[src/rtl/spi_cmd_pkg.sv]
`timescale 1ns/1ps
package spi_cmd_pkg;

  // Width of a packed count field in the counts register.
  localparam int unsigned CNT_W = 4;

  // Register byte addresses.
  localparam logic [3:0] A_OPCODE = 4'h0;
  localparam logic [3:0] A_COUNTS = 4'h1;
  localparam logic [3:0] A_CTRL   = 4'h2;
  localparam logic [3:0] A_STAT   = 4'h3;
  localparam logic [3:0] A_DATA   = 4'hC;
  localparam logic [3:0] A_PTR    = 4'hD;

  // Bit positions inside the control and status registers.
  localparam int unsigned CTRL_GO   = 0;
  localparam int unsigned CTRL_PCLR = 4;
  localparam int unsigned STAT_BUSY = 7;

  typedef enum logic [1:0] {
    SQ_IDLE,
    SQ_LAUNCH,
    SQ_WAIT,
    SQ_FINISH
  } sq_state_e;

  typedef enum logic [1:0] {
    PH_OPC,
    PH_TX,
    PH_RX
  } sq_phase_e;

  // Number of data bytes actually sent for a requested count.
  function automatic logic [CNT_W-1:0] clamp_tx(input logic [CNT_W-1:0] req,
                                                input logic [CNT_W-1:0] cap);
    return (req > cap) ? cap : req;
  endfunction

  // Number of reply bytes actually clocked in. A command with no data bytes
  // is programmed one higher than the reply it wants.
  function automatic logic [CNT_W-1:0] rx_effective(input logic [CNT_W-1:0] tx_req,
                                                    input logic [CNT_W-1:0] rx_req);
    if (tx_req == '0) begin
      return (rx_req == '0) ? '0 : rx_req - 1'b1;
    end
    return rx_req;
  endfunction

  // Next FIFO slot with an explicit wrap at the depth.
  function automatic int unsigned slot_next(input int unsigned idx,
                                            input int unsigned depth);
    return (idx + 1 >= depth) ? 0 : idx + 1;
  endfunction

endpackage

[src/rtl/spi_cmd_fifo.sv]
`timescale 1ns/1ps
module spi_cmd_fifo #(
  parameter int unsigned DEPTH = 8,
  parameter int unsigned BW    = 8
) (
  input  logic                     clk,
  input  logic                     rst_n,
  input  logic                     ptr_clr,
  input  logic                     ptr_step,
  input  logic                     wr_en,
  input  logic [$clog2(DEPTH)-1:0] wr_idx,
  input  logic [BW-1:0]            wr_data,
  input  logic [$clog2(DEPTH)-1:0] eng_idx,
  output logic [BW-1:0]            eng_data,
  output logic [$clog2(DEPTH)-1:0] ptr,
  output logic [BW-1:0]            ptr_data
);
  import spi_cmd_pkg::*;

  localparam int unsigned PW = $clog2(DEPTH);
  localparam logic [PW-1:0] PTR_LAST = PW'(DEPTH - 1);

  logic [BW-1:0] mem_q [DEPTH];
  logic [PW-1:0] ptr_q;

  // One register per entry, written from the shared write port.
  for (genvar g = 0; g < DEPTH; g++) begin : g_entry
    always_ff @(posedge clk or negedge rst_n) begin
      if (!rst_n) begin
        mem_q[g] <= '0;
      end else if (wr_en && (wr_idx == PW'(g))) begin
        mem_q[g] <= wr_data;
      end
    end
  end

  // Software pointer: clear wins over step, step wraps at the depth.
  always_ff @(posedge clk or negedge rst_n) begin
    if (!rst_n) begin
      ptr_q <= '0;
    end else if (ptr_clr) begin
      ptr_q <= '0;
    end else if (ptr_step) begin
      ptr_q <= PW'(slot_next(int'(ptr_q), DEPTH));
    end
  end

  assign ptr      = ptr_q;
  assign ptr_data = mem_q[ptr_q];
  assign eng_data = mem_q[eng_idx];

  // stepping from the last slot lands on slot zero.
  p_ptr_wrap_r3: assert property (@(posedge clk) disable iff (!rst_n)
    (ptr_step && !ptr_clr && ptr_q == PTR_LAST) |=> (ptr_q == '0));

  // a clear request leaves the pointer at zero.
  p_ptr_clear_r3: assert property (@(posedge clk) disable iff (!rst_n)
    ptr_clr |=> (ptr_q == '0));

  // without a request the pointer holds.
  p_ptr_hold_r3: assert property (@(posedge clk) disable iff (!rst_n)
    (!ptr_clr && !ptr_step) |=> $stable(ptr_q));

endmodule

[src/rtl/spi_cmd_shifter.sv]
`timescale 1ns/1ps
module spi_cmd_shifter #(
  parameter int unsigned HALF_DIV = 2,
  parameter int unsigned BW       = 8
) (
  input  logic          clk,
  input  logic          rst_n,
  input  logic          start,
  input  logic [BW-1:0] tx_byte,
  input  logic          miso,
  output logic          sck,
  output logic          mosi,
  output logic          done,
  output logic [BW-1:0] rx_byte,
  output logic          active
);

  localparam int unsigned DIV_W = (HALF_DIV > 1) ? $clog2(HALF_DIV) : 1;
  localparam int unsigned BIT_W = $clog2(BW);
  localparam logic [DIV_W-1:0] DIV_LAST = DIV_W'(HALF_DIV - 1);
  localparam logic [BIT_W-1:0] BIT_LAST = BIT_W'(BW - 1);

  logic [DIV_W-1:0] div_q;
  logic [BIT_W-1:0] bit_q;
  logic [BW-1:0]    out_q;
  logic [BW-1:0]    in_q;
  logic             sck_q;
  logic             mosi_q;
  logic             done_q;
  logic             act_q;

  // Named internal events.
  logic half_tick;
  logic rise_evt;
  logic fall_evt;
  logic last_fall;

  assign half_tick = act_q && (div_q == DIV_LAST);
  assign rise_evt  = half_tick && !sck_q;
  assign fall_evt  = half_tick && sck_q;
  assign last_fall = fall_evt && (bit_q == BIT_LAST);

  always_ff @(posedge clk or negedge rst_n) begin
    if (!rst_n) begin
      div_q  <= '0;
      bit_q  <= '0;
      out_q  <= '0;
      in_q   <= '0;
      sck_q  <= 1'b0;
      mosi_q <= 1'b0;
      done_q <= 1'b0;
      act_q  <= 1'b0;
    end else begin
      done_q <= 1'b0;
      if (start) begin
        act_q  <= 1'b1;
        div_q  <= '0;
        bit_q  <= '0;
        out_q  <= tx_byte;
        mosi_q <= tx_byte[BW-1];
        sck_q  <= 1'b0;
      end else if (act_q) begin
        div_q <= half_tick ? '0 : div_q + 1'b1;
        if (rise_evt) begin
          sck_q <= 1'b1;
          in_q  <= {in_q[BW-2:0], miso};
        end
        if (fall_evt) begin
          sck_q <= 1'b0;
          if (last_fall) begin
            act_q  <= 1'b0;
            done_q <= 1'b1;
            mosi_q <= 1'b0;
          end else begin
            bit_q  <= bit_q + 1'b1;
            out_q  <= {out_q[BW-2:0], 1'b0};
            mosi_q <= out_q[BW-2];
          end
        end
      end
    end
  end

  assign sck     = sck_q;
  assign mosi    = mosi_q;
  assign done    = done_q;
  assign rx_byte = in_q;
  assign active  = act_q;

  // output data moves only while the serial clock is low.
  p_mosi_clk_low_r8: assert property (@(posedge clk) disable iff (!rst_n)
    !$stable(mosi_q) |-> !sck_q);

  // the serial clock idles low between bytes.
  p_sck_idle_low_r8: assert property (@(posedge clk) disable iff (!rst_n)
    (!act_q && !start) |=> !sck_q || act_q);

  // a byte completes right after a falling clock edge.
  p_done_after_fall_r8: assert property (@(posedge clk) disable iff (!rst_n)
    done_q |-> ($past(sck_q) && !sck_q));

endmodule

[src/rtl/spi_cmd_seq.sv]
`timescale 1ns/1ps
module spi_cmd_seq #(
  parameter int unsigned DEPTH  = 8,
  parameter int unsigned BW     = 8,
  parameter int unsigned MAX_TX = 8
) (
  input  logic                               clk,
  input  logic                               rst_n,
  input  logic                               go,
  input  logic [BW-1:0]                      opcode,
  input  logic [spi_cmd_pkg::CNT_W-1:0]      tx_req,
  input  logic [spi_cmd_pkg::CNT_W-1:0]      rx_req,
  input  logic [BW-1:0]                      fifo_data,
  output logic [$clog2(DEPTH)-1:0]           fifo_idx,
  output logic                               rx_we,
  output logic [BW-1:0]                      rx_data,
  output logic                               sh_start,
  output logic [BW-1:0]                      sh_byte,
  input  logic                               sh_done,
  input  logic [BW-1:0]                      sh_rx,
  output logic                               cs_n,
  output logic                               running
);
  import spi_cmd_pkg::*;

  localparam int unsigned PW = $clog2(DEPTH);
  localparam logic [CNT_W-1:0] TX_CAP = CNT_W'(MAX_TX);

  sq_state_e        state_q;
  sq_phase_e        phase_q;
  logic [CNT_W-1:0] tx_left_q;
  logic [CNT_W-1:0] rx_left_q;
  logic [PW-1:0]    idx_q;
  logic             cs_n_q;
  logic             run_q;

  // Counts remaining once the byte in flight is accounted for.
  logic [CNT_W-1:0] tx_after;
  logic [CNT_W-1:0] rx_after;
  logic             byte_end;

  assign byte_end = (state_q == SQ_WAIT) && sh_done;
  assign tx_after = (phase_q == PH_TX) ? tx_left_q - 1'b1 : tx_left_q;
  assign rx_after = (phase_q == PH_RX) ? rx_left_q - 1'b1 : rx_left_q;

  always_comb begin
    case (phase_q)
      PH_OPC:  sh_byte = opcode;
      PH_TX:   sh_byte = fifo_data;
      default: sh_byte = '0;
    endcase
  end

  assign sh_start = (state_q == SQ_LAUNCH);
  assign rx_we    = byte_end && (phase_q == PH_RX);
  assign rx_data  = sh_rx;
  assign fifo_idx = idx_q;
  assign cs_n     = cs_n_q;
  assign running  = run_q;

  always_ff @(posedge clk or negedge rst_n) begin
    if (!rst_n) begin
      state_q   <= SQ_IDLE;
      phase_q   <= PH_OPC;
      tx_left_q <= '0;
      rx_left_q <= '0;
      idx_q     <= '0;
      cs_n_q    <= 1'b1;
      run_q     <= 1'b0;
    end else begin
      case (state_q)
        SQ_IDLE: begin
          if (go) begin
            cs_n_q    <= 1'b0;
            run_q     <= 1'b1;
            phase_q   <= PH_OPC;
            tx_left_q <= clamp_tx(tx_req, TX_CAP);
            rx_left_q <= rx_effective(tx_req, rx_req);
            idx_q     <= '0;
            state_q   <= SQ_LAUNCH;
          end
        end
        SQ_LAUNCH: state_q <= SQ_WAIT;
        SQ_WAIT: begin
          if (sh_done) begin
            if (phase_q != PH_OPC) begin
              idx_q <= PW'(slot_next(int'(idx_q), DEPTH));
            end
            tx_left_q <= tx_after;
            rx_left_q <= rx_after;
            if (tx_after != '0) begin
              phase_q <= PH_TX;
              state_q <= SQ_LAUNCH;
            end else if (rx_after != '0) begin
              phase_q <= PH_RX;
              state_q <= SQ_LAUNCH;
            end else begin
              state_q <= SQ_FINISH;
            end
          end
        end
        default: begin
          cs_n_q  <= 1'b1;
          run_q   <= 1'b0;
          state_q <= SQ_IDLE;
        end
      endcase
    end
  end

  // every byte is launched inside an open frame.
  p_start_in_frame_r5: assert property (@(posedge clk) disable iff (!rst_n)
    sh_start |-> !cs_n_q);

  // reply bytes are stored only after all transmit bytes have gone.
  p_rx_after_tx_r6: assert property (@(posedge clk) disable iff (!rst_n)
    rx_we |-> (tx_left_q == '0) && run_q);

  // the running flag drops only as the frame closes.
  p_run_end_r4: assert property (@(posedge clk) disable iff (!rst_n)
    $fell(run_q) |-> $rose(cs_n_q));

endmodule

[src/rtl/spi_cmd_engine.sv]
`timescale 1ns/1ps
module spi_cmd_engine #(
  parameter int unsigned HALF_DIV   = 2,
  parameter int unsigned FIFO_DEPTH = 8,
  parameter int unsigned MAX_TX     = 8
) (
  input  logic       clk,
  input  logic       rst_n,
  input  logic [3:0] bus_addr,
  input  logic       bus_wr,
  input  logic [7:0] bus_wdata,
  input  logic       bus_rd,
  output logic [7:0] bus_rdata,
  output logic       spi_sck,
  output logic       spi_cs_n,
  output logic       spi_mosi,
  input  logic       spi_miso
);
  import spi_cmd_pkg::*;

  localparam int unsigned BW = 8;
  localparam int unsigned PW = $clog2(FIFO_DEPTH);

  logic [BW-1:0] opcode_q;
  logic [BW-1:0] counts_q;
  logic          busy;

  // Named bus events.
  logic host_go;
  logic host_pclr;
  logic host_dwr;
  logic host_drd;

  assign host_go   = bus_wr && (bus_addr == A_CTRL) && bus_wdata[CTRL_GO]   && !busy;
  assign host_pclr = bus_wr && (bus_addr == A_CTRL) && bus_wdata[CTRL_PCLR] && !busy;
  assign host_dwr  = bus_wr && (bus_addr == A_DATA) && !busy;
  assign host_drd  = bus_rd && !bus_wr && (bus_addr == A_DATA);

  always_ff @(posedge clk or negedge rst_n) begin
    if (!rst_n) begin
      opcode_q <= '0;
      counts_q <= '0;
    end else if (bus_wr && !busy) begin
      if (bus_addr == A_OPCODE) opcode_q <= bus_wdata;
      if (bus_addr == A_COUNTS) counts_q <= bus_wdata;
    end
  end

  // FIFO and its write-port sharing.
  logic [PW-1:0] ptr;
  logic [BW-1:0] ptr_data;
  logic [PW-1:0] eng_idx;
  logic [BW-1:0] eng_data;
  logic          eng_we;
  logic [BW-1:0] eng_wdata;
  logic          fifo_we;
  logic [PW-1:0] fifo_widx;
  logic [BW-1:0] fifo_wdata;

  assign fifo_we    = busy ? eng_we    : host_dwr;
  assign fifo_widx  = busy ? eng_idx   : ptr;
  assign fifo_wdata = busy ? eng_wdata : bus_wdata;

  spi_cmd_fifo #(
    .DEPTH (FIFO_DEPTH),
    .BW    (BW)
  ) u_fifo (
    .clk      (clk),
    .rst_n    (rst_n),
    .ptr_clr  (host_pclr),
    .ptr_step (host_dwr || host_drd),
    .wr_en    (fifo_we),
    .wr_idx   (fifo_widx),
    .wr_data  (fifo_wdata),
    .eng_idx  (eng_idx),
    .eng_data (eng_data),
    .ptr      (ptr),
    .ptr_data (ptr_data)
  );

  // Sequencer and shifter.
  logic          sh_start;
  logic [BW-1:0] sh_byte;
  logic          sh_done;
  logic [BW-1:0] sh_rx;
  logic          sh_active;

  spi_cmd_seq #(
    .DEPTH  (FIFO_DEPTH),
    .BW     (BW),
    .MAX_TX (MAX_TX)
  ) u_seq (
    .clk       (clk),
    .rst_n     (rst_n),
    .go        (host_go),
    .opcode    (opcode_q),
    .tx_req    (counts_q[CNT_W-1:0]),
    .rx_req    (counts_q[2*CNT_W-1:CNT_W]),
    .fifo_data (eng_data),
    .fifo_idx  (eng_idx),
    .rx_we     (eng_we),
    .rx_data   (eng_wdata),
    .sh_start  (sh_start),
    .sh_byte   (sh_byte),
    .sh_done   (sh_done),
    .sh_rx     (sh_rx),
    .cs_n      (spi_cs_n),
    .running   (busy)
  );

  spi_cmd_shifter #(
    .HALF_DIV (HALF_DIV),
    .BW       (BW)
  ) u_shift (
    .clk     (clk),
    .rst_n   (rst_n),
    .start   (sh_start),
    .tx_byte (sh_byte),
    .miso    (spi_miso),
    .sck     (spi_sck),
    .mosi    (spi_mosi),
    .done    (sh_done),
    .rx_byte (sh_rx),
    .active  (sh_active)
  );

  // Read mux.
  always_comb begin
    bus_rdata = '0;
    case (bus_addr)
      A_OPCODE: bus_rdata = opcode_q;
      A_COUNTS: bus_rdata = counts_q;
      A_CTRL:   bus_rdata[CTRL_GO] = busy;
      A_STAT:   bus_rdata[STAT_BUSY] = busy;
      A_DATA:   bus_rdata = ptr_data;
      A_PTR:    bus_rdata = {{(BW-PW){1'b0}}, ptr};
      default:  bus_rdata = '0;
    endcase
  end

  // a write to the opcode register during a command changes nothing.
  p_opcode_locked_r9: assert property (@(posedge clk) disable iff (!rst_n)
    (busy && bus_wr && bus_addr == A_OPCODE) |=> $stable(opcode_q));

  // a write to the counts register during a command changes nothing.
  p_counts_locked_r9: assert property (@(posedge clk) disable iff (!rst_n)
    (busy && bus_wr && bus_addr == A_COUNTS) |=> $stable(counts_q));

  // a pointer clear during a command leaves the pointer alone.
  p_pclr_ignored_r9: assert property (@(posedge clk) disable iff (!rst_n)
    (busy && bus_wr && bus_addr == A_CTRL) |=> $stable(ptr));

  // a command starts only from a software start request.
  p_busy_from_go_r4: assert property (@(posedge clk) disable iff (!rst_n)
    $rose(busy) |-> $past(bus_wr && bus_addr == A_CTRL && bus_wdata[CTRL_GO]));

  // the shifter only runs inside an open frame.
  p_shift_in_frame_r5: assert property (@(posedge clk) disable iff (!rst_n)
    sh_active |-> !spi_cs_n);

endmodule

[config.mk]
export PLATFORM = sky130hd
export DESIGN_NAME = spi_cmd_engine
export DESIGN_NICKNAME = d
export VERILOG_FILES = /design/src/rtl/spi_cmd_pkg.sv /design/src/rtl/spi_cmd_fifo.sv /design/src/rtl/spi_cmd_shifter.sv /design/src/rtl/spi_cmd_seq.sv /design/src/rtl/spi_cmd_engine.sv
export SDC_FILE = /design/constraint.sdc
export NUM_CORES = 1
export LEC_CHECK = 0
export BUFFER_PORTS_ARGS = -buffer_cell sky130_fd_sc_hd__buf_4
export CORE_MARGIN = 1.5
export CORE_UTILIZATION = 35
export DETAILED_ROUTE_END_ITERATION = 10
export PLACE_DENSITY = 0.59
export RECOVER_POWER = 100
export SLEW_MARGIN = 5
export SYNTH_ARGS = -nofsm -noshare
export SYNTH_HDL_FRONTEND = slang
export SYNTH_SLANG_ARGS = --single-unit
[constraint.sdc]
create_clock -name clk -period 4.6 [get_ports clk]
set_clock_uncertainty 0.15 [all_clocks]
set_input_delay 0.92 -clock clk [delete_from_list [all_inputs] [get_ports clk]]
set_output_delay 0.92 -clock clk [all_outputs]
set_load 0.02 [all_outputs]
# Word-level counts from Yosys, hierarchy flattened
# Cells that the tools add are included.
# classes
bitwise,4
add_sub_neg,7
order_cmp,5
muxes,77
n_reduce_logical,54
eq_ne,22
# op_table
operator,count
binary-select mux 8 bit (select 3 bit),2
2-to-1 mux 4 bit,10
2-to-1 mux 8 bit,5
2-to-1 mux 3 bit,12
2-to-1 mux 7 bit,4
2-to-1 mux 1 bit,25
logical AND 1 bit,24
one-hot mux 6 bit (4 select lines),1
"greater-or-equal comparator 4 bit, second input constant",4
2-to-1 mux 2 bit,8
one-hot mux 4 bit (2 select lines),2
one-hot mux 8 bit (2 select lines),1
"== test 3 bit, second input constant",5
zero test 4 bit,3
AND reduction 2 bit,6
"subtractor 4 x 1 -> 4 bit, second input constant",3
nonzero test 2 bit,5
AND reduction 3 bit,3
"adder 3 x 1 -> 4 bit, second input constant",2
"== test 4 x 2 -> 1 bit, second input constant",2
"== test 4 bit, second input constant",2
NOT 3 -> 4 bit,2
AND reduction 4 bit,2
nonzero test 4 bit,2
other kinds (24),34
# word_totals
wordCells,195
output_inout_bits,11
regBits,123

# Longest topological paths before layout
# Gate-level depths: netlist of the first run.
# depth
depth_word,9
mapped_depth,9
mapped_depth_nobuf,7

# Hierarchy
# From an unflattened synthesis of the first run, not the netlist that was laid out.
# unflattened
hier_cells,541
area_unflattened_um2,7115.6
# modules_own_cells
module,cells_per_inst,seq_area_each_um2,n_inst,area_per_inst_um2
spi_cmd_fifo,212,1676.6,1,3595.9
spi_cmd_seq,166,426.7,1,1375.1
spi_cmd_engine,92,400.4,1,1094.8
spi_cmd_shifter,71,575.6,1,1049.8

# Worst setup path after synthesis of the first run
# Ideal clock, no wire load.
# synth_timing
path_kind,input to output
start,in bus_addr[0]
end,out bus_rdata[7]
path_slack_ns,1.579
arrival_time_ns,1.951
t_required_ns,3.530
cell_stages,6
path_buffers,2
cell_sequence,buf_6 clkbuf_1 mux2i_1 o21ai_0 nand2_1 o21ai_0
# synth_via
elab_chain_cells,2
elab_cells_between_ends,5
# synth_rtl
item,line,rtl
"start, declared",spi_cmd_engine.sv:9,"input logic [3:0] bus_addr,"
== test 4 bit (tied with other cells),spi_cmd_engine.sv:130,case (bus_addr)
one-hot mux 1 bit (4 select lines) (*),spi_cmd_engine.sv:130,
"end, declared",spi_cmd_engine.sv:13,"output logic [7:0] bus_rdata,"
# Mark *: on every way between the ends. The rest lies on a longest branch, timed or not.

# Worst setup path in the final report of the first run
# layout_timing
start,reg u_fifo.ptr_q[0] (netlist: u_fifo.ptr[0])
end,out bus_rdata[5]
# layout_via
elab_chain_cells,5
# layout_rtl
item,line,rtl
"start, declared",spi_cmd_fifo.sv:24,logic [PW-1:0] ptr_q;
"start signal, assigned",spi_cmd_fifo.sv:44,"ptr_q <= PW'(slot_next(int'(ptr_q), DEPTH));"
NOT 3 -> 4 bit (implied by the code),spi_cmd_fifo.sv:49,assign ptr_data = mem_q[ptr_q];
binary-select mux 8 bit (select 3 bit),spi_cmd_fifo.sv:49,
2-to-1 mux 8 bit (implied by the code) (2 in a row),spi_cmd_fifo.sv:49,
one-hot mux 6 bit (4 select lines),spi_cmd_engine.sv:130,
# Every way passes these cells. The select of a mux whose other input is x is not followed.

==> impl_metrics.py, run 1 <==
metrics = {
    "final_layout": {
        "diodes": 0,
        "drive_above_1_share": 0.312,
        "final_common_cell": "dfrtp_1",
        "area_delta_synth_final_pct": 12.2,
        "fin_area_mm2": 0.00763,
        "nets": 591,
        "layout_common_cells": "122 x dfrtp_1, 91 x mux2_2, 35 x nand2_1",
        "post-route-util": 0.404,
    },
    "floorplan": {
        "fp.dieH_um": 142,
        "start_util": 0.360,
        "die_area_mm2": 0.0203,
        "rows": 50,
        "pin_count": 28,
        "core_area_mm2": 0.0189,
        "fp.dieW_um": 142,
    },
    "global_route": {
        "grt_max_degree": 76,
        "antenna_found_initial": 0,
        "grt_pass1_wl_mm": 27.0,
        "grtUsageTotal": 0.180,
        "grt_pass1_vias": 4762,
        "grt_overflow": 0,
    },
    "clock_network": {
        "clock_latency_ns": 0.43,
        "cts_tree": "yes",
        "clkSlewWorstSetupHoldPaths_ns": 0.06,
        "numCtsBuffers": 17,
        "cts_root_buf": "clkbuf_16",
        "hold_buffers": 0,
        "clk_path_buf_depth": 2,
        "cts.sinks": 123,
        "post-cts-setup-buffers": 0,
        "htreeDepth": 4,
        "cts_resized": 0,
    },
    "placement": {
        "gp_congestion": 0.838,
        "dp_slack_ns": 1.15,
        "hpwl_mm": 11.9,
        "place_area_mm2": 0.00724,
        "portBuffers": 27,
    },
    "min_path": {
        "hold_class": "flip-flop to flip-flop",
        "whs_path_depth": 2,
    },
    "routing": {
        "via_per_inst": 5.54,
        "wirelength_mm": 16.9,
        "drc": 0,
        "ant_nets": 0,
        "avgRoutedWirePerCell_um": 20.2,
        "drt_pre_antenna_iters": 5,
        "num_vias": 4638,
        "drt_iter0_markers": 339,
    },
    "critical_path": {
        "crit_family": "flip-flops",
        "critPathMaxStageDelay_ns": 0.99,
        "cp.arrival_ns": 2.86,
        "cp_common_cell": "clkbuf_1",
        "crit_chain": "clkbuf_1, mux4_2, mux2i_1, o22ai_1, clkbuf_1",
        "crit_required_ns": 3.53,
        "crit_type": "flip-flop to primary output",
        "slowest_stage": "dfrtp_1",
        "worst-path-buf-inv": 2,
        "r2r_cells": 4,
        "cp-start-kind": "flip-flop",
        "worstSetupPathDepth": 5,
        "crit_fanout": 19,
        "crit_path_end_kind": "primary output",
    },
    "power": {
        "ir_drop_v": 0.000240,
        "powerDensity_mw_per_mm2": 586,
        "p_leak_nw": 3.08,
    },
    "timing": {
        "slew_headroom": -0.277,
        "timing.final.ws_setup_ns": 0.673,
        "fmax_mhz": 255,
        "worst_pin_slew_ns": 1.91,
        "fin_tns_setup_ns": 0,
        "rsz0062_at_grt": "no",
        "drv_slew": 76,
        "finalHoldViolCount": 0,
        "setup_viol": 0,
        "fin_crit_ns": 3.93,
        "post-route-period-util": 0.854,
    },
    "yosys": {
        "ys_warn_count": 0,
        "async_reset_ff_frac": 1.00,
        "synth_seq_cells": 123,
        "synth_cells": 541,
        "synth_enable_flop_cells": 0,
        "synth_cell_types": 67,
        "seq_area_frac_synth": 0.453,
        "synthFlopType": "dfrtp_1",
        "syn_avg_cell_area_um2": 12.6,
        "syn_nets": 568,
        "synthesis.area_mm2": 0.00680,
    },
    "run": {
        "drv_cap": 1,
    },
    "status": {
        "violations": "max-capacitance violations, max-slew violations",
        "status": "finished, violations left",
    },
}
[registers in the layout, summed over array words and instances, names as in the netlist]
name / flops
counts_q: 8
opcode_q: 8
u_fifo.mem_q: 64
u_fifo.ptr: 3
u_seq.cs_n: 1
u_seq.fifo_idx: 3
u_seq.phase_q: 2
u_seq.running: 1
u_seq.rx_left_q: 4
u_seq.state_q: 2
u_seq.tx_left_q: 4
u_shift.active: 1
u_shift.bit_q: 3
u_shift.div_q: 1
u_shift.done: 1
u_shift.mosi: 1
u_shift.out_q: 7
u_shift.rx_byte: 8
u_shift.sck: 1
[routing by layer]
layer / wire length (um) / GRT usage / share of wire
met1: 7780 / 0.241 / 0.46
met2: 7990 / 0.285 / 0.47
met3: 855 / 0.0444 / 0.050
met4: 309 / 0.0629 / 0.018
met5: 0 / 0 / 0
[worst reg2reg max path, cell delays in order, from the launching register on]
cell and delay [ns]:
dfrtp_1 0.72, clkbuf_1 0.81, a31oi_1 0.26, nor2_1 0.89
mux2_2 0.42
[where the power goes]
| group | switching (W) | leakage [nW] | internal (W) |
|---|---|---|---|
| Clock | 0.000537 | 0.271 | 0.000754 |
| Sequential | 0.000342 | 1.54 | 0.00138 |
| Combinational | 0.000738 | 1.27 | 0.000725 |
[final cells by class]
| class | instances | area (um2) |
|---|---|---|
| Timing Repair Buffer | 32 | 186 |
| Tap cell | 260 | 325 |
| Inverter | 13 | 48.8 |
| Sequential cell | 123 | 3080 |
| Fill cell | 1806 | 11300 |
| Clock inverter | 14 | 141 |
| Clock buffer | 18 | 429 |
| Multi-Input combinational cell | 377 | 3420 |
[path summary, 6_finish.rpt]
kind	start	endpoint	slack [ns]
max in group asynchronous	rst_n	u_fifo.mem_q[41]$_DFFE_PN0P_	1.37
max reg2reg	u_seq.fifo_idx[0]$_DFFE_PN0P_	u_fifo.mem_q[52]$_DFFE_PN0P_	1.24
max	u_fifo.ptr[0]$_DFFE_PN0P_	bus_rdata[5]	0.67
min	u_shift.bit_q[1]$_DFFE_PN0P_	u_shift.bit_q[1]$_DFFE_PN0P_	0.34
min reg2reg	u_shift.bit_q[1]$_DFFE_PN0P_	u_shift.bit_q[1]$_DFFE_PN0P_	0.34
min in group asynchronous	rst_n	counts_q[5]$_DFFE_PN0P_	0.86
[cells by family (layout without fill, tap and decap cells)]
kind of cell | after synthesis | count (layout) | synth area share
AOI/OAI and AO/OA | 93 | 93 | 0.0925
adders and majority gates | 10 | 10 | 0.0184
DFF | 123 | 123 | 0.453
muxes | 151 | 151 | 0.304
buffers and inverters | 41 | 77 | 0.0272
and+or+nand+nor | 118 | 118 | 0.0983
xor gates and xnor gates | 5 | 5 | 0.00644
[synthesized netlist by cell type, drive strengths merged (6+ instances only)]
| library cell | instances | area, um2 |
|---|---|---|
| mux4 | 32 | 721 |
| a31oi | 14 | 87.6 |
| buf | 13 | 80.1 |
| inv | 12 | 45.0 |
| nand3 | 6 | 30.0 |
| clkbuf | 15 | 56.3 |
| nand2b | 9 | 56.3 |
| nor3 | 8 | 56.3 |
| o22ai | 8 | 63.8 |
| mux2i | 17 | 170 |
| nor2 | 27 | 144 |
| o21ai | 23 | 115 |
| or3 | 7 | 43.8 |
| ha | 10 | 125 |
| dfrtp | 122 | 3050 |
| mux2 | 102 | 1180 |
| nand2 | 36 | 143 |
| a21oi | 14 | 73.8 |
[through the flow]
step	total power [W]	hold WS [ns]	instances
floorplan	0.00277	0.304	541
global placement	0.00318	0.320	805
detailed placement	0.00325	0.334	805
CTS	0.00456	0.346	837
global route	0.00473	0.374	837
finish	0.00447	0.340	837
No activity file was read; power rests on OpenSTA's default activity.
==> run 2: changes to the inputs <==
--- a/config.mk
+++ b/config.mk
@@ -9,8 +9,9 @@
 export CORE_MARGIN = 1.5
 export CORE_UTILIZATION = 35
 export DETAILED_ROUTE_END_ITERATION = 10
+export GPL_TIMING_DRIVEN = 0
 export PLACE_DENSITY = 0.59
-export RECOVER_POWER = 100
+export RECOVER_POWER = 50
 export SLEW_MARGIN = 5
 export SYNTH_ARGS = -nofsm -noshare
 export SYNTH_HDL_FRONTEND = slang
==> impl_metrics.py, run 2 (synthesis gave the netlist of run 1 again) <==
metrics = {
    "placement": {
        "hpwl_mm": 12.7,
        "portBuffers": 26,
        "gp_congestion": 0.847,
        "place_area_mm2": 0.00735,
    },
    "critical_path": {
        "cp.arrival_ns": 2.76,
        "critPathMaxStageDelay_ns": 0.57,
        "crit_type": "flip-flop to primary output",
        "crit_path_end_kind": "primary output",
        "crit_chain": "clkbuf_1, buf_2, mux4_2, mux2i_1, o221ai_1, buf_4",
        "crit_required_ns": 3.53,
        "slowest_stage": "mux4_2",
        "crit_family": "multiplexers",
        "crit_fanout": 10,
        "worst-path-buf-inv": 3,
        "cp-start-kind": "flip-flop",
    },
    "clock_network": {
        "htreeDepth": 4,
        "clock_latency_ns": 0.42,
        "numCtsBuffers": 17,
        "cts_resized": 0,
        "clkSlewWorstSetupHoldPaths_ns": 0.06,
        "hold_buffers": 0,
        "cts_root_buf": "clkbuf_16",
        "cts_tree": "yes",
        "post-cts-setup-buffers": 0,
        "clk_path_buf_depth": 2,
        "cts.sinks": 123,
    },
    "timing": {
        "rsz0062_at_grt": "no",
        "fin_tns_setup_ns": 0,
        "fin_crit_ns": 3.83,
        "post-route-period-util": 0.833,
        "worst_pin_slew_ns": 2.19,
        "slew_headroom": -0.459,
        "drv_slew": 41,
        "finalHoldViolCount": 0,
        "setup_viol": 0,
        "fmax_mhz": 261,
    },
    "floorplan": {
        "die_area_mm2": 0.0203,
        "pin_count": 28,
        "fp.dieH_um": 142,
        "core_area_mm2": 0.0189,
        "fp.dieW_um": 142,
        "rows": 50,
        "start_util": 0.360,
    },
    "final_layout": {
        "final_common_cell": "dfrtp_1",
        "area_delta_synth_final_pct": 15.8,
        "largest_reg_flops": 64,
        "layout_common_cells": "122 x dfrtp_1, 94 x mux2_2, 35 x nand2_1",
        "fillers": 1752,
        "drive_above_1_share": 0.367,
        "diodes": 0,
        "nets": 614,
        "regMostFlops": "u_fifo.mem_q",
        "fin_area_mm2": 0.00788,
    },
    "min_path": {
        "hold_class": "flip-flop to flip-flop",
    },
    "routing": {
        "drc": 0,
        "route.met3.wl_um": 809,
        "wl_met2_mm": 8.44,
        "drt_pre_antenna_iters": 5,
        "drt_iter0_markers": 271,
        "top_layer_used": "met4",
        "avgRoutedWirePerCell_um": 20.4,
        "num_vias": 4740,
        "wirelength_mm": 17.6,
        "ant_nets": 0,
        "via_per_inst": 5.51,
        "met1_length_mm": 7.94,
    },
    "global_route": {
        "grt_max_degree": 85,
        "grt_overflow": 0,
        "grtUsageTotal": 0.186,
        "antenna_found_initial": 0,
        "grt_pass1_vias": 4918,
        "grt_pass1_wl_mm": 28.0,
    },
    "power": {
        "powerDensity_mw_per_mm2": 580,
        "ir_drop_v": 0.000236,
        "p_leak_nw": 3.20,
    },
    "status": {
        "status": "finished, violations left",
        "violations": "max-capacitance violations, max-slew violations",
    },
    "run": {
        "drv_cap": 1,
    },
}
## run 2: changes by cell type in the layout (fill, tap and decap cells not counted), moves of 3 or more
cell      before  now
mux2_4         1    8
buf_2          0    7
clkinv_4       5    1
buf_4         17   24
buf_6          0    3
inv_6          2    7
buf_1          0    3
nor2_1        27   20
nor2_4         0    5
clkbuf_1      14   17
mux2_2        91   94
mux2_1        10    0
## run 2: area by class of cell
class,instances,area [um2],share of cell area
multi-input combinational,377,3520,0.447
timing repair buffer,27,195,0.0248
tap,260,325,0.0413
inverter,13,48.8,0.00619
clock inverter,14,133,0.0168
buffer,28,136,0.0173
sequential,123,3080,0.391
clock buffer,18,439,0.0557
## run 2: report_power, final
group	total [W]	internal [W]	switching, W	leakage (nW)
clock	0.00130	0.000767	0.000531	0.275
combinational	0.00163	0.000766	0.000865	1.38
sequential	0.00164	0.00138	0.000264	1.54
total	0.00457	0.00291	0.00166	3.20
## run 2: path summary, 6_finish.rpt
| kind | cells past startpoint | endpoint | slack [ns] | startpoint |
|---|---|---|---|---|
| min in group asynchronous | 1 | u_shift.rx_byte[5]$_DFFE_PN0P_ | 0.98 | rst_n |
| setup / recovery | 6 | bus_rdata[0] | 0.77 | u_fifo.ptr[0]$_DFFE_PN0P_ |
| max in group asynchronous | 2 | u_fifo.mem_q[22]$_DFFE_PN0P_ | 1.00 | rst_n |
| hold / removal | 2 | u_shift.bit_q[1]$_DFFE_PN0P_ | 0.35 | u_shift.bit_q[1]$_DFFE_PN0P_ |
| hold reg to reg | 2 | u_shift.bit_q[1]$_DFFE_PN0P_ | 0.35 | u_shift.bit_q[1]$_DFFE_PN0P_ |
| setup reg to reg | 8 | u_fifo.mem_q[47]$_DFFE_PN0P_ | 1.94 | u_seq.state_q[0]$_DFFE_PN0P_ |
## run 2: metal layers
| layer | GRT usage | vias to the layer above |
|---|---|---|
| li1 | - | 2142 |
| met5 | 0 | - |
| met3 | 0.0431 | 28 |
| met2 | 0.300 | 122 |
| met1 | 0.248 | 2448 |
| met4 | 0.0635 | 0 |
## run 2: worst min-delay path, delay by kind of cell, from the launching register on
kind / cells / cell delay, ns
simple gates: 1 / 0.05
flops: 1 / 0.36
compound gates: 1 / 0.06
## run 2: metrics by stage
step	utilization	worst slack, ns	hold WS (ns)	total power (W)	std cells
2_1_floorplan	-	1.58	0.304	0.00277	541
3_3_place_gp	0.387	1.31	0.317	0.00321	827
3_5_place_dp	0.389	1.28	0.332	0.00328	828
4_1_cts	0.419	0.811	0.260	0.00459	860
5_1_grt	0.417	0.412	0.365	0.00484	860
6_report	0.417	0.767	0.351	0.00457	860
==> run 3: changes to the inputs <==
--- a/config.mk
+++ b/config.mk
@@ -10,7 +10,7 @@
 export CORE_UTILIZATION = 35
 export DETAILED_ROUTE_END_ITERATION = 10
 export GPL_TIMING_DRIVEN = 0
-export PLACE_DENSITY = 0.59
+export PLACE_DENSITY = 0.61
 export RECOVER_POWER = 50
 export SLEW_MARGIN = 5
 export SYNTH_ARGS = -nofsm -noshare
==> constraint.sdc (replaced) <==
create_clock -name clk -period 3.47 [get_ports clk]
set_clock_uncertainty 0.15 [all_clocks]
set_input_delay 0.694 -clock clk [delete_from_list [all_inputs] [get_ports clk]]
set_output_delay 0.694 -clock clk [all_outputs]
set_load 0.02 [all_outputs]
==> impl_metrics.py, run 3 (synthesis gave the netlist of run 1 again) <==
metrics = {
    "global_route": {
        "antenna_found_initial": 0,
        "grt_overflow": 0,
        "grt_pass1_vias": 5040,
        "grt_max_degree": 74,
        "grt_pass1_wl_mm": 28.0,
        "grtUsageTotal": 0.186,
    },
    "clock_network": {
        "htreeDepth": 4,
        "clock_latency_ns": 0.42,
        "post-cts-setup-buffers": 0,
        "clk_path_buf_depth": 2,
        "cts_root_buf": "clkbuf_16",
        "numCtsBuffers": 17,
        "cts.sinks": 123,
        "cts_tree": "yes",
        "clkSlewWorstSetupHoldPaths_ns": 0.06,
    },
    "power": {
        "p_leak_nw": 3.24,
        "p_sw_frac": 0.347,
        "internal-power_w": 0.00410,
        "seqPwrFrac": 0.346,
        "p_clk_frac": 0.306,
        "combPwrFrac": 0.348,
        "powerDensity_mw_per_mm2": 788,
        "ir_drop_v": 0.000286,
        "netSwitchingPower_w": 0.00218,
        "total_power_w": 0.00629,
    },
    "timing": {
        "timing.final.ws_setup_ns": 0.137,
        "worst_pin_slew_ns": 2.40,
        "rsz0062_at_grt": "no",
        "post-route-period-util": 0.961,
        "setup_viol": 0,
        "fin_tns_setup_ns": 0,
        "fmax_mhz": 300,
        "drv_slew": 51,
        "fin_crit_ns": 3.33,
        "finalHoldViolCount": 0,
        "slew_headroom": -0.599,
    },
    "critical_path": {
        "critPathMaxStageDelay_ns": 0.54,
        "crit_required_ns": 2.63,
        "r2r-end": "u_fifo.mem_q[47]$_DFFE_PN0P_",
        "crit_chain": "clkbuf_1, buf_6, mux4_2, mux2i_1, o21ai_0, buf_4",
        "crit_fanout": 10,
        "crit_type": "flip-flop to primary output",
        "r2r_cells": 8,
        "reg2reg_from": "u_seq.state_q[0]$_DFFE_PN0P_",
        "worstSetupPathDepth": 6,
        "cp.arrival_ns": 2.49,
        "rrSetupSlack_ns": 0.82,
        "slowest_stage": "mux4_2",
        "crit_path_end_kind": "primary output",
        "crit_family": "multiplexers",
        "cp-start-kind": "flip-flop",
        "worst-path-buf-inv": 3,
    },
    "routing": {
        "ant_nets": 0,
        "num_vias": 4745,
        "avgRoutedWirePerCell_um": 20.6,
        "via_per_inst": 5.52,
        "drc": 0,
        "drt_pre_antenna_iters": 4,
        "drt_iter0_markers": 265,
        "wirelength_mm": 17.7,
    },
    "final_layout": {
        "drive_above_1_share": 0.367,
        "fin_area_mm2": 0.00798,
        "layout_common_cells": "122 x dfrtp_1, 94 x mux2_2, 35 x nand2_1",
        "nets": 614,
        "largest_reg_flops": 64,
        "regMostFlops": "u_fifo.mem_q",
        "final_common_cell": "dfrtp_1",
        "area_delta_synth_final_pct": 17.4,
        "diodes": 0,
    },
    "min_path": {
        "hold-path-endpoint": "u_shift.out_q[0]$_DFFE_PN0P_",
        "hold_path.startpoint": "u_shift.out_q[0]$_DFFE_PN0P_",
        "hold_class": "flip-flop to flip-flop",
        "whs_path_depth": 1,
    },
    "floorplan": {
        "fp.dieW_um": 142,
        "rows": 50,
        "start_util": 0.360,
        "die_area_mm2": 0.0203,
        "fp.dieH_um": 142,
        "pin_count": 28,
        "core_area_mm2": 0.0189,
    },
    "status": {
        "violations": "max-capacitance violations, max-slew violations",
        "status": "finished, violations left",
    },
    "run": {
        "drv_cap": 1,
    },
    "placement": {
        "portBuffers": 26,
        "place_area_mm2": 0.00735,
        "dp_slack_ns": 0.445,
        "hpwl_mm": 12.8,
        "gp_congestion": 0.835,
    },
}
-- run 3: how the worst max path moves through the flow --
stage	end	start	slack, ns
global placement	bus_rdata[7]	u_fifo.ptr[0]$_DFFE_PN0P_	0.48
global route	bus_rdata[1]	u_fifo.ptr[0]$_DFFE_PN0P_	0.04
floorplan	bus_rdata[7]	bus_addr[0]	0.90
finish	bus_rdata[7]	u_fifo.ptr[0]$_DFFE_PN0P_	0.14
CTS	bus_rdata[0]	u_fifo.ptr[1]$_DFFE_PN0P_	0.08
detailed placement	bus_rdata[7]	u_fifo.ptr[0]$_DFFE_PN0P_	0.45
-- run 3: per-layer routing --
metal | track usage | vias up | wire length [um]
met5 | 0 | - | 0
met4 | 0.0857 | 0 | 489
met3 | 0.0350 | 31 | 703
met2 | 0.312 | 126 | 8600
met1 | 0.233 | 2449 | 7950
li1 | - | 2139 | -
-- run 3: area by class of cell --
cell class                 instances  area, um2
fill                            1757      10900
multi-input combinational        377       3520
sequential                       123       3080
clock buffer                      20        457
tap                              260        325
timing repair buffer              27        220
clock inverter                    12        185
buffer                            28        146
inverter                          13       48.8
-- run 3: through the flow --
| stage | util | cells | hold WS [ns] |
|---|---|---|---|
| finish | 0.423 | 860 | 0.345 |
| global placement | 0.387 | 827 | 0.318 |
| global route | 0.423 | 860 | 0.358 |
| CTS | 0.423 | 860 | 0.0806 |
| detailed placement | 0.389 | 828 | 0.336 |
| floorplan | - | 541 | 0.248 |
-- run 3: repair_timing --
item | CTS | global route
resized for setup | 1 | 5
setup endpoints to repair | 3 | 5
hold buffers | 0 | 0
pin swaps | 0 | 0
-- run 3: worst reg2reg max path: stages (launching register included) --
cell and delay [ns]:
dfrtp_1 0.42, inv_1 0.12, ha_1 0.15, clkbuf_1 0.28
nand3_1 0.18, o22ai_4 0.19, nand2_4 0.10, nor2_2 0.53
mux2_2 0.41
-- run 3: power groups by stage --
stage | clock network, W | logic (W) | registers [W]
3_5_place_dp | 0 | 0.00216 | 0.00219
5_1_grt | 0.00201 | 0.00238 | 0.00223
4_1_cts | 0.00195 | 0.00218 | 0.00217
6_report | 0.00192 | 0.00219 | 0.00218
2_1_floorplan | 0 | 0.00160 | 0.00208
3_3_place_gp | 0 | 0.00209 | 0.00216
